===== config.mk =====
export PLATFORM = sky130hd
export DESIGN_NAME = spi_aai_prog
export DESIGN_NICKNAME = d
export VERILOG_FILES = /design/src/rtl/spi_aai_pkg.sv /design/src/rtl/aai_nor_array.sv /design/src/rtl/aai_cmd_engine.sv /design/src/rtl/spi_aai_prog.sv
export SDC_FILE = /design/constraint.sdc
export NUM_CORES = 1
export LEC_CHECK = 0
export BUFFER_PORTS_ARGS = -buffer_cell sky130_fd_sc_hd__buf_4
export CORE_MARGIN = 2
export CORE_UTILIZATION = 35
export CTS_CLUSTER_SIZE = 24
export DETAILED_ROUTE_END_ITERATION = 8
export PLACE_DENSITY = 0.53
export SETUP_SLACK_MARGIN = 0.2
export SYNTH_ARGS = -nofsm -noshare
export SYNTH_HDL_FRONTEND = slang
export SYNTH_SLANG_ARGS = --single-unit

===== constraint.sdc =====
create_clock -name clk_i -period 3.1 [get_ports clk_i]
set_clock_uncertainty 0.15 [all_clocks]
set_input_delay 0.155 -clock clk_i [delete_from_list [all_inputs] [get_ports clk_i]]
set_output_delay 0.155 -clock clk_i [all_outputs]
set_load 0.1 [all_outputs]

===== src/rtl/spi_aai_pkg.sv =====
package spi_aai_pkg;
  localparam logic [7:0] OP_WREN = 8'h06;
  localparam logic [7:0] OP_WRDI = 8'h04;
  localparam logic [7:0] OP_RDSR = 8'h05;
  localparam logic [7:0] OP_AAI  = 8'hAD;
  localparam logic [7:0] TX_IDLE = 8'hFF;

  typedef enum logic [2:0] {
    ST_IDLE,
    ST_ADDR,
    ST_PROG,
    ST_STAT,
    ST_SKIP
  } eng_state_e;

  function automatic logic [7:0] pack_status(input logic wel, input logic aai);
    return {1'b0, aai, 4'b0000, wel, 1'b0};
  endfunction
endpackage


===== src/rtl/aai_nor_array.sv =====
module aai_nor_array #(
  parameter int ADDR_W = 6,
  localparam int DEPTH = 1 << ADDR_W
) (
  input  logic              clk_i,
  input  logic              rst_ni,
  input  logic              wr_en_i,
  input  logic [ADDR_W-1:0] wr_addr_i,
  input  logic [7:0]        wr_data_i,
  input  logic [ADDR_W-1:0] rd_addr_i,
  output logic [7:0]        rd_data_o,
  output logic              set_warn_o
);
  logic [7:0] mem_q [DEPTH];
  logic [7:0] old_byte;

  assign old_byte  = mem_q[wr_addr_i];
  assign rd_data_o = mem_q[rd_addr_i];

  always_ff @(posedge clk_i or negedge rst_ni) begin
    if (!rst_ni) begin
      for (int i = 0; i < DEPTH; i++) mem_q[i] <= 8'hFF;
      set_warn_o <= 1'b0;
    end else begin
      set_warn_o <= wr_en_i && |(wr_data_i & ~old_byte);
      if (wr_en_i) mem_q[wr_addr_i] <= old_byte & wr_data_i;
    end
  end

  // a write that tries to raise a cleared bit is flagged next cycle
  p_set_warn_r12: assert property (@(posedge clk_i) disable iff (!rst_ni)
    (wr_en_i && |(wr_data_i & ~old_byte)) |=> set_warn_o);
  // no warning without a write
  p_warn_needs_write_r11: assert property (@(posedge clk_i) disable iff (!rst_ni)
    !wr_en_i |=> !set_warn_o);
endmodule


===== src/rtl/aai_cmd_engine.sv =====
module aai_cmd_engine
  import spi_aai_pkg::*;
#(
  parameter int ADDR_W     = 6,
  parameter int ADDR_BYTES = 3
) (
  input  logic              clk_i,
  input  logic              rst_ni,
  input  logic              cs_ni,
  input  logic              rx_valid_i,
  input  logic [7:0]        rx_byte_i,
  output logic              wr_en_o,
  output logic [ADDR_W-1:0] wr_addr_o,
  output logic [7:0]        wr_data_o,
  output logic [7:0]        tx_byte_o,
  output logic              wel_o,
  output logic              aai_o,
  output logic              prot_err_o,
  output logic              illegal_cmd_o
);
  localparam int SHIFT_W = 8 * ADDR_BYTES;
  localparam int CNT_W   = (ADDR_BYTES > 1) ? $clog2(ADDR_BYTES) : 1;
  localparam logic [CNT_W-1:0]  CNT_LAST = CNT_W'(ADDR_BYTES - 1);
  localparam logic [ADDR_W-1:0] ADDR_TOP = {ADDR_W{1'b1}};

  eng_state_e          state_q;
  logic [CNT_W-1:0]    cnt_q;
  logic [SHIFT_W-1:0]  shift_q, shift_nxt;
  logic [ADDR_W-1:0]   addr_q, addr_inc;
  logic                wel_q, aai_q, fire, cmd_ok_aai;

  assign fire       = rx_valid_i && !cs_ni;
  assign shift_nxt  = (shift_q << 8) | SHIFT_W'(rx_byte_i);
  assign addr_inc   = addr_q + 1'b1;
  assign cmd_ok_aai = (rx_byte_i == OP_AAI) || (rx_byte_i == OP_WRDI) || (rx_byte_i == OP_RDSR);

  assign wr_en_o   = fire && (state_q == ST_PROG) && wel_q;
  assign wr_addr_o = addr_q;
  assign wr_data_o = rx_byte_i;
  assign wel_o     = wel_q;
  assign aai_o     = aai_q;

  always_ff @(posedge clk_i or negedge rst_ni) begin
    if (!rst_ni) begin
      state_q       <= ST_IDLE;
      cnt_q         <= '0;
      shift_q       <= '0;
      addr_q        <= '0;
      wel_q         <= 1'b0;
      aai_q         <= 1'b0;
      tx_byte_o     <= TX_IDLE;
      prot_err_o    <= 1'b0;
      illegal_cmd_o <= 1'b0;
    end else begin
      prot_err_o    <= 1'b0;
      illegal_cmd_o <= 1'b0;
      if (cs_ni) begin
        state_q   <= ST_IDLE;
        tx_byte_o <= TX_IDLE;
      end else if (rx_valid_i) begin
        tx_byte_o <= TX_IDLE;
        unique case (state_q)
          ST_IDLE: begin
            if (aai_q && !cmd_ok_aai) illegal_cmd_o <= 1'b1;
            state_q <= ST_SKIP;
            case (rx_byte_i)
              OP_WREN: wel_q <= 1'b1;
              OP_WRDI: begin
                wel_q <= 1'b0;
                aai_q <= 1'b0;
              end
              OP_RDSR: begin
                state_q   <= ST_STAT;
                tx_byte_o <= pack_status(wel_q, aai_q);
              end
              OP_AAI: begin
                if (!wel_q) begin
                  prot_err_o <= 1'b1;
                end else if (aai_q) begin
                  state_q <= ST_PROG;
                end else begin
                  aai_q   <= 1'b1;
                  cnt_q   <= '0;
                  shift_q <= '0;
                  state_q <= ST_ADDR;
                end
              end
              default: ;
            endcase
          end
          ST_ADDR: begin
            shift_q <= shift_nxt;
            cnt_q   <= cnt_q + 1'b1;
            if (cnt_q == CNT_LAST) begin
              addr_q  <= {shift_nxt[ADDR_W-1:1], 1'b0};
              state_q <= ST_PROG;
            end
          end
          ST_PROG: begin
            addr_q <= addr_inc;
            if (aai_q && (addr_inc == '0)) begin
              wel_q <= 1'b0;
              aai_q <= 1'b0;
            end
          end
          ST_STAT: tx_byte_o <= pack_status(wel_q, aai_q);
          default: ;
        endcase
      end
    end
  end

  // streaming never runs without the write latch
  p_aai_needs_wel_r7: assert property (@(posedge clk_i) disable iff (!rst_ni)
    aai_q |-> wel_q);
  // collected start address is even
  p_even_start_r4: assert property (@(posedge clk_i) disable iff (!rst_ni)
    (fire && state_q == ST_ADDR && cnt_q == CNT_LAST) |=> !addr_q[0]);
  // stepping past the top ends the sequence
  p_wrap_abort_r7: assert property (@(posedge clk_i) disable iff (!rst_ni)
    (fire && state_q == ST_PROG && aai_q && addr_q == ADDR_TOP) |=> (!wel_q && !aai_q));
  // refused program command
  p_prot_r3: assert property (@(posedge clk_i) disable iff (!rst_ni)
    (fire && state_q == ST_IDLE && rx_byte_i == OP_AAI && !wel_q) |=> (prot_err_o && !aai_q));
  // illegal pulse only while streaming
  p_illegal_r10: assert property (@(posedge clk_i) disable iff (!rst_ni)
    illegal_cmd_o |-> $past(aai_q));
  // chip select high keeps flag and address
  p_cs_keep_r13: assert property (@(posedge clk_i) disable iff (!rst_ni)
    cs_ni |=> ($stable(aai_q) && $stable(addr_q) && state_q == ST_IDLE));
endmodule


===== src/rtl/spi_aai_prog.sv =====
module spi_aai_prog #(
  parameter int ADDR_W     = 6,
  parameter int ADDR_BYTES = 3
) (
  input  logic              clk_i,
  input  logic              rst_ni,
  input  logic              cs_ni,
  input  logic              rx_valid_i,
  input  logic [7:0]        rx_byte_i,
  output logic [7:0]        tx_byte_o,
  output logic              wel_o,
  output logic              aai_o,
  output logic              prot_err_o,
  output logic              illegal_cmd_o,
  output logic              set_warn_o,
  input  logic [ADDR_W-1:0] peek_addr_i,
  output logic [7:0]        peek_data_o
);
  logic              wr_en;
  logic [ADDR_W-1:0] wr_addr;
  logic [7:0]        wr_data;

  aai_cmd_engine #(.ADDR_W(ADDR_W), .ADDR_BYTES(ADDR_BYTES)) u_engine (
    .clk_i         (clk_i),
    .rst_ni        (rst_ni),
    .cs_ni         (cs_ni),
    .rx_valid_i    (rx_valid_i),
    .rx_byte_i     (rx_byte_i),
    .wr_en_o       (wr_en),
    .wr_addr_o     (wr_addr),
    .wr_data_o     (wr_data),
    .tx_byte_o     (tx_byte_o),
    .wel_o         (wel_o),
    .aai_o         (aai_o),
    .prot_err_o    (prot_err_o),
    .illegal_cmd_o (illegal_cmd_o)
  );

  aai_nor_array #(.ADDR_W(ADDR_W)) u_array (
    .clk_i      (clk_i),
    .rst_ni     (rst_ni),
    .wr_en_i    (wr_en),
    .wr_addr_i  (wr_addr),
    .wr_data_i  (wr_data),
    .rd_addr_i  (peek_addr_i),
    .rd_data_o  (peek_data_o),
    .set_warn_o (set_warn_o)
  );
endmodule


==> impl_metrics.env <==
export IMPL_cts_root_buffer="clkbuf_16"
export IMPL_rsz0062_at_grt="true"
export IMPL_die_width_um=297
export IMPL_drc_errors=0
export IMPL_antenna_found_initial=5
export IMPL_grt_pass1_vias=22603
export IMPL_path_clk_slew_ns=0.07
export IMPL_dieHeight_um=297
export IMPL_dp_hpwl_um=81900
export IMPL_hold_slack_ns=0.0772
export IMPL_routedWlPerCell_um=34.9
export IMPL_synth_seq_cells=531
export IMPL_ys_warn_count=0
export IMPL_io_pins=39
export IMPL_grt_pass1_wl_um=167000
export IMPL_max_cap_violations=0
export IMPL_dieArea_um2=88100
export IMPL_fin_crit_ns=3.40
export IMPL_first_iter_violations=3185
export IMPL_post_route_period_util_pct=110
export IMPL_gp_congestion=0.982
export IMPL_grt_max_degree=90
export IMPL_start_kind="register"
export IMPL_cts_sinks=531
export IMPL_critPathKind="register to register"
export IMPL_relSlewSlack_pct=41.6
export IMPL_htree_num_levels=3
export IMPL_fin_ws_ns=-0.304
export IMPL_power_uw=18600
export IMPL_slew_violations=0
export IMPL_firstDrtPassIters=7
export IMPL_ir_drop_uv=418
export IMPL_max_stage_delay_ns=0.57
export IMPL_drive_gt1_share_pct=78.8
export IMPL_grt_overflow=0
export IMPL_cp_top_family="buffers and inverters"
export IMPL_initial_core_util_pct=35.3
export IMPL_critPathBufInv=6
export IMPL_wl_um=128000
export IMPL_nets=2503
export IMPL_syn2layout_area_growth_pct=35.8
export IMPL_synthTopCellsByArea="dfstp_2 45%, mux2_2 18%, mux4_2 16%"
export IMPL_core_area_um2=85100
export IMPL_synthCells=2077
export IMPL_worstPathMaxFanout=8
export IMPL_synth_edf_count=0
export IMPL_setup_violations=521
export IMPL_cts_buffer_depth=3
export IMPL_hold_class="primary input to register"
export IMPL_port_buffers=38
export IMPL_cp_cell_sequence="buf_12, buf_12, buf_12, buf_6, mux2_4, a22oi_2, o22ai_2, o21ai_4, and4bb_4, a21boi_4, buf_12, clkbuf_16, mux2_4"
export IMPL_power_density_nw_per_um2=455
export IMPL_status="complete, but fails checks"
export IMPL_synth_seq_area_share_pct=46.4
export IMPL_rows=107
export IMPL_insertion_delay_ns=0.63
export IMPL_fmax_mhz=294
export IMPL_grt_usage_pct=25.9
export IMPL_worstPathArrival_ns=3.80
export IMPL_critical_path_most_common_cell="buf_12"
export IMPL_p_leak_uw=0.0158
export IMPL_syn_nets=2098
export IMPL_fin_util_pct=47.9
export IMPL_syn_cell_area_um2=30000
export IMPL_viasPerCell=6.32
export IMPL_tightest_slew_ns=0.876
export IMPL_route_vias_total=23236
export IMPL_syn_avg_cell_area_um2=14.5
export IMPL_required_ns=3.50
export IMPL_violations="negative setup slack"
export IMPL_yosysUniqueCellTypes=86
export IMPL_worst_setup_path_end_kind="register"
export IMPL_async_flop_share_pct=100
export IMPL_ant_nets=0
export IMPL_cts_buffers=66
export IMPL_slowest_stage="dfrtp_4"
export IMPL_finalHoldViolCount=0
export IMPL_cts_tree="yes"
export IMPL_synth_area_leader_cell="dfstp_2"
export IMPL_synth_flop_cell="dfstp_2"
export IMPL_synth_top_area_share_pct=45.1
[cell usage after synthesis, types with 11 or more instances]
master / instances
nor2b_1: 13
buf_2: 30
o21ai_0: 26
buf_1: 25
nand2b_1: 11
inv_1: 12
nor2_1: 86
a211oi_1: 11
o22ai_1: 16
clkbuf_1: 86
a31oi_1: 12
a21oi_1: 33
a22oi_1: 35
nand2_1: 40
nor3_1: 23
a221o_1: 11
a221oi_1: 43
dfstp_2: 515
nor3_2: 11
or3b_2: 11
mux2i_1: 54
mux4_2: 207
buf_6: 18
mux2_2: 470
mux2_4: 60
buf_4: 25
dfrtp_1: 16
nand3b_1: 16
nand3_1: 22
[sequential cells by signal, indices dropped and copies added (netlist names)]
signal and cells:
u_array.mem_q 512, u_engine.wr_addr_o 6, u_engine.state_q 3, u_engine.tx_byte_o 3
u_engine.cnt_q 2, u_array.set_warn_o 1, u_engine.aai_o 1, u_engine.illegal_cmd_o 1
u_engine.prot_err_o 1, u_engine.wel_o 1
[stage by stage]
step | cell area [um^2] | cells | setup slack [ns] | setup TNS (ns)
6_report | 40800 | 3677 | -0.304 | -88.58
5_1_grt | 40800 | 3676 | -0.306 | -93.11
4_1_cts | 37100 | 3575 | -0.229 | -85.31
3_5_place_dp | 34300 | 3427 | -0.520 | -148.20
3_3_place_gp | 34300 | 3427 | -0.579 | -153.76
2_1_floorplan | 30000 | 2077 | 0.218 | 0
[final cells by class]
type,instances,area [um^2]
Clock inverter,30,400
Timing Repair Buffer,522,6050
Tap cell,1144,1430
Clock buffer,88,1870
Fill cell,7341,44400
Sequential cell,531,13900
Inverter,14,52.6
Multi-Input combinational cell,1347,17000
Antenna cell,1,2.50
[final timing paths]
path | startpoint | endpoint | slack, ns | cells past startpoint
setup reg to reg | u_engine.wr_addr_o[2] | u_array.mem_q[143] | -0.30 | 13
max in group asynchronous | rst_ni | u_array.mem_q[29] | 1.73 | 4
min in group asynchronous | rst_ni | u_array.mem_q[386] | 0.22 | 2
hold / removal | rx_byte_i[6] | u_engine.prot_err_o | 0.08 | 4
hold reg to reg | u_engine.cnt_q[1] | u_engine.cnt_q[1] | 0.35 | 2
setup / recovery | u_engine.wr_addr_o[2] | u_array.mem_q[143] | -0.30 | 13
[power breakdown]
part	switching [uW]	internal, uW
clock network	3250	4920
logic	1920	1440
registers	37.2	6990
total	5210	13300
[cell families after synthesis]
kind of cell,count (synthesis),share of synthesized area [%]
multiplexers,796,38.1
flip-flops,531,46.4
AND/OR/NAND/NOR,286,5.30
AO/OA/AOI/OAI,260,6.58
buffers and inverters,199,3.38
adder cells (fa/ha/maj),3,0.125
XOR/XNOR,2,0.0584
[cell usage in the layout, fill, tap and decap left out, types with 9 or more instances in the layout]
cell type and n:
mux4_2 207, buf_12 85, dlygate4sd3_1 19, o22ai_1 12, clkbuf_16 105, clkbuf_1 11, dfstp_2 515, nand2b_1 10
mux2_4 389, clkinv_2 14, dfrtp_1 13, inv_1 12, a31oi_1 11, clkbuf_8 9, a22oi_1 29, a221oi_2 10
nand3_1 21, a221o_1 11, nand3b_1 16, a221oi_1 31, mux2_2 143, o21ai_0 15, nand2_1 37, and3_1 9
buf_6 35, buf_8 11, or3b_2 11, mux2i_1 45, nor3_1 19, a22o_1 10, a21oi_1 26, buf_4 327
nor3_2 14, nor2_1 85
[tightest hold or removal path, cell delays in order]
cell and delay [ns]:
buf_4 0.14, nor3b_1 0.07, and3_1 0.25, nor3b_1 0.18
[metal layers]
layer	up-vias	wire, um	track usage, %	part of all wire [%]
met4	2	7090	10.8	5.5
met3	371	13100	5.40	10
met5	-	13	0	0.010
met1	12443	52800	36.2	41
met2	1500	55400	39.0	43
li1	8920	-	-	-
[timing repair]
item	4_1_cts	5_1_grt
cloned	1	52
endpoints found under the setup margin	521	525
hold buffers	19	0
pin swaps	7	35
setup buffers	10	49
endpoints found under the hold margin	89	0
resized for setup	37	517
No activity file was read; power rests on OpenSTA's default activity.
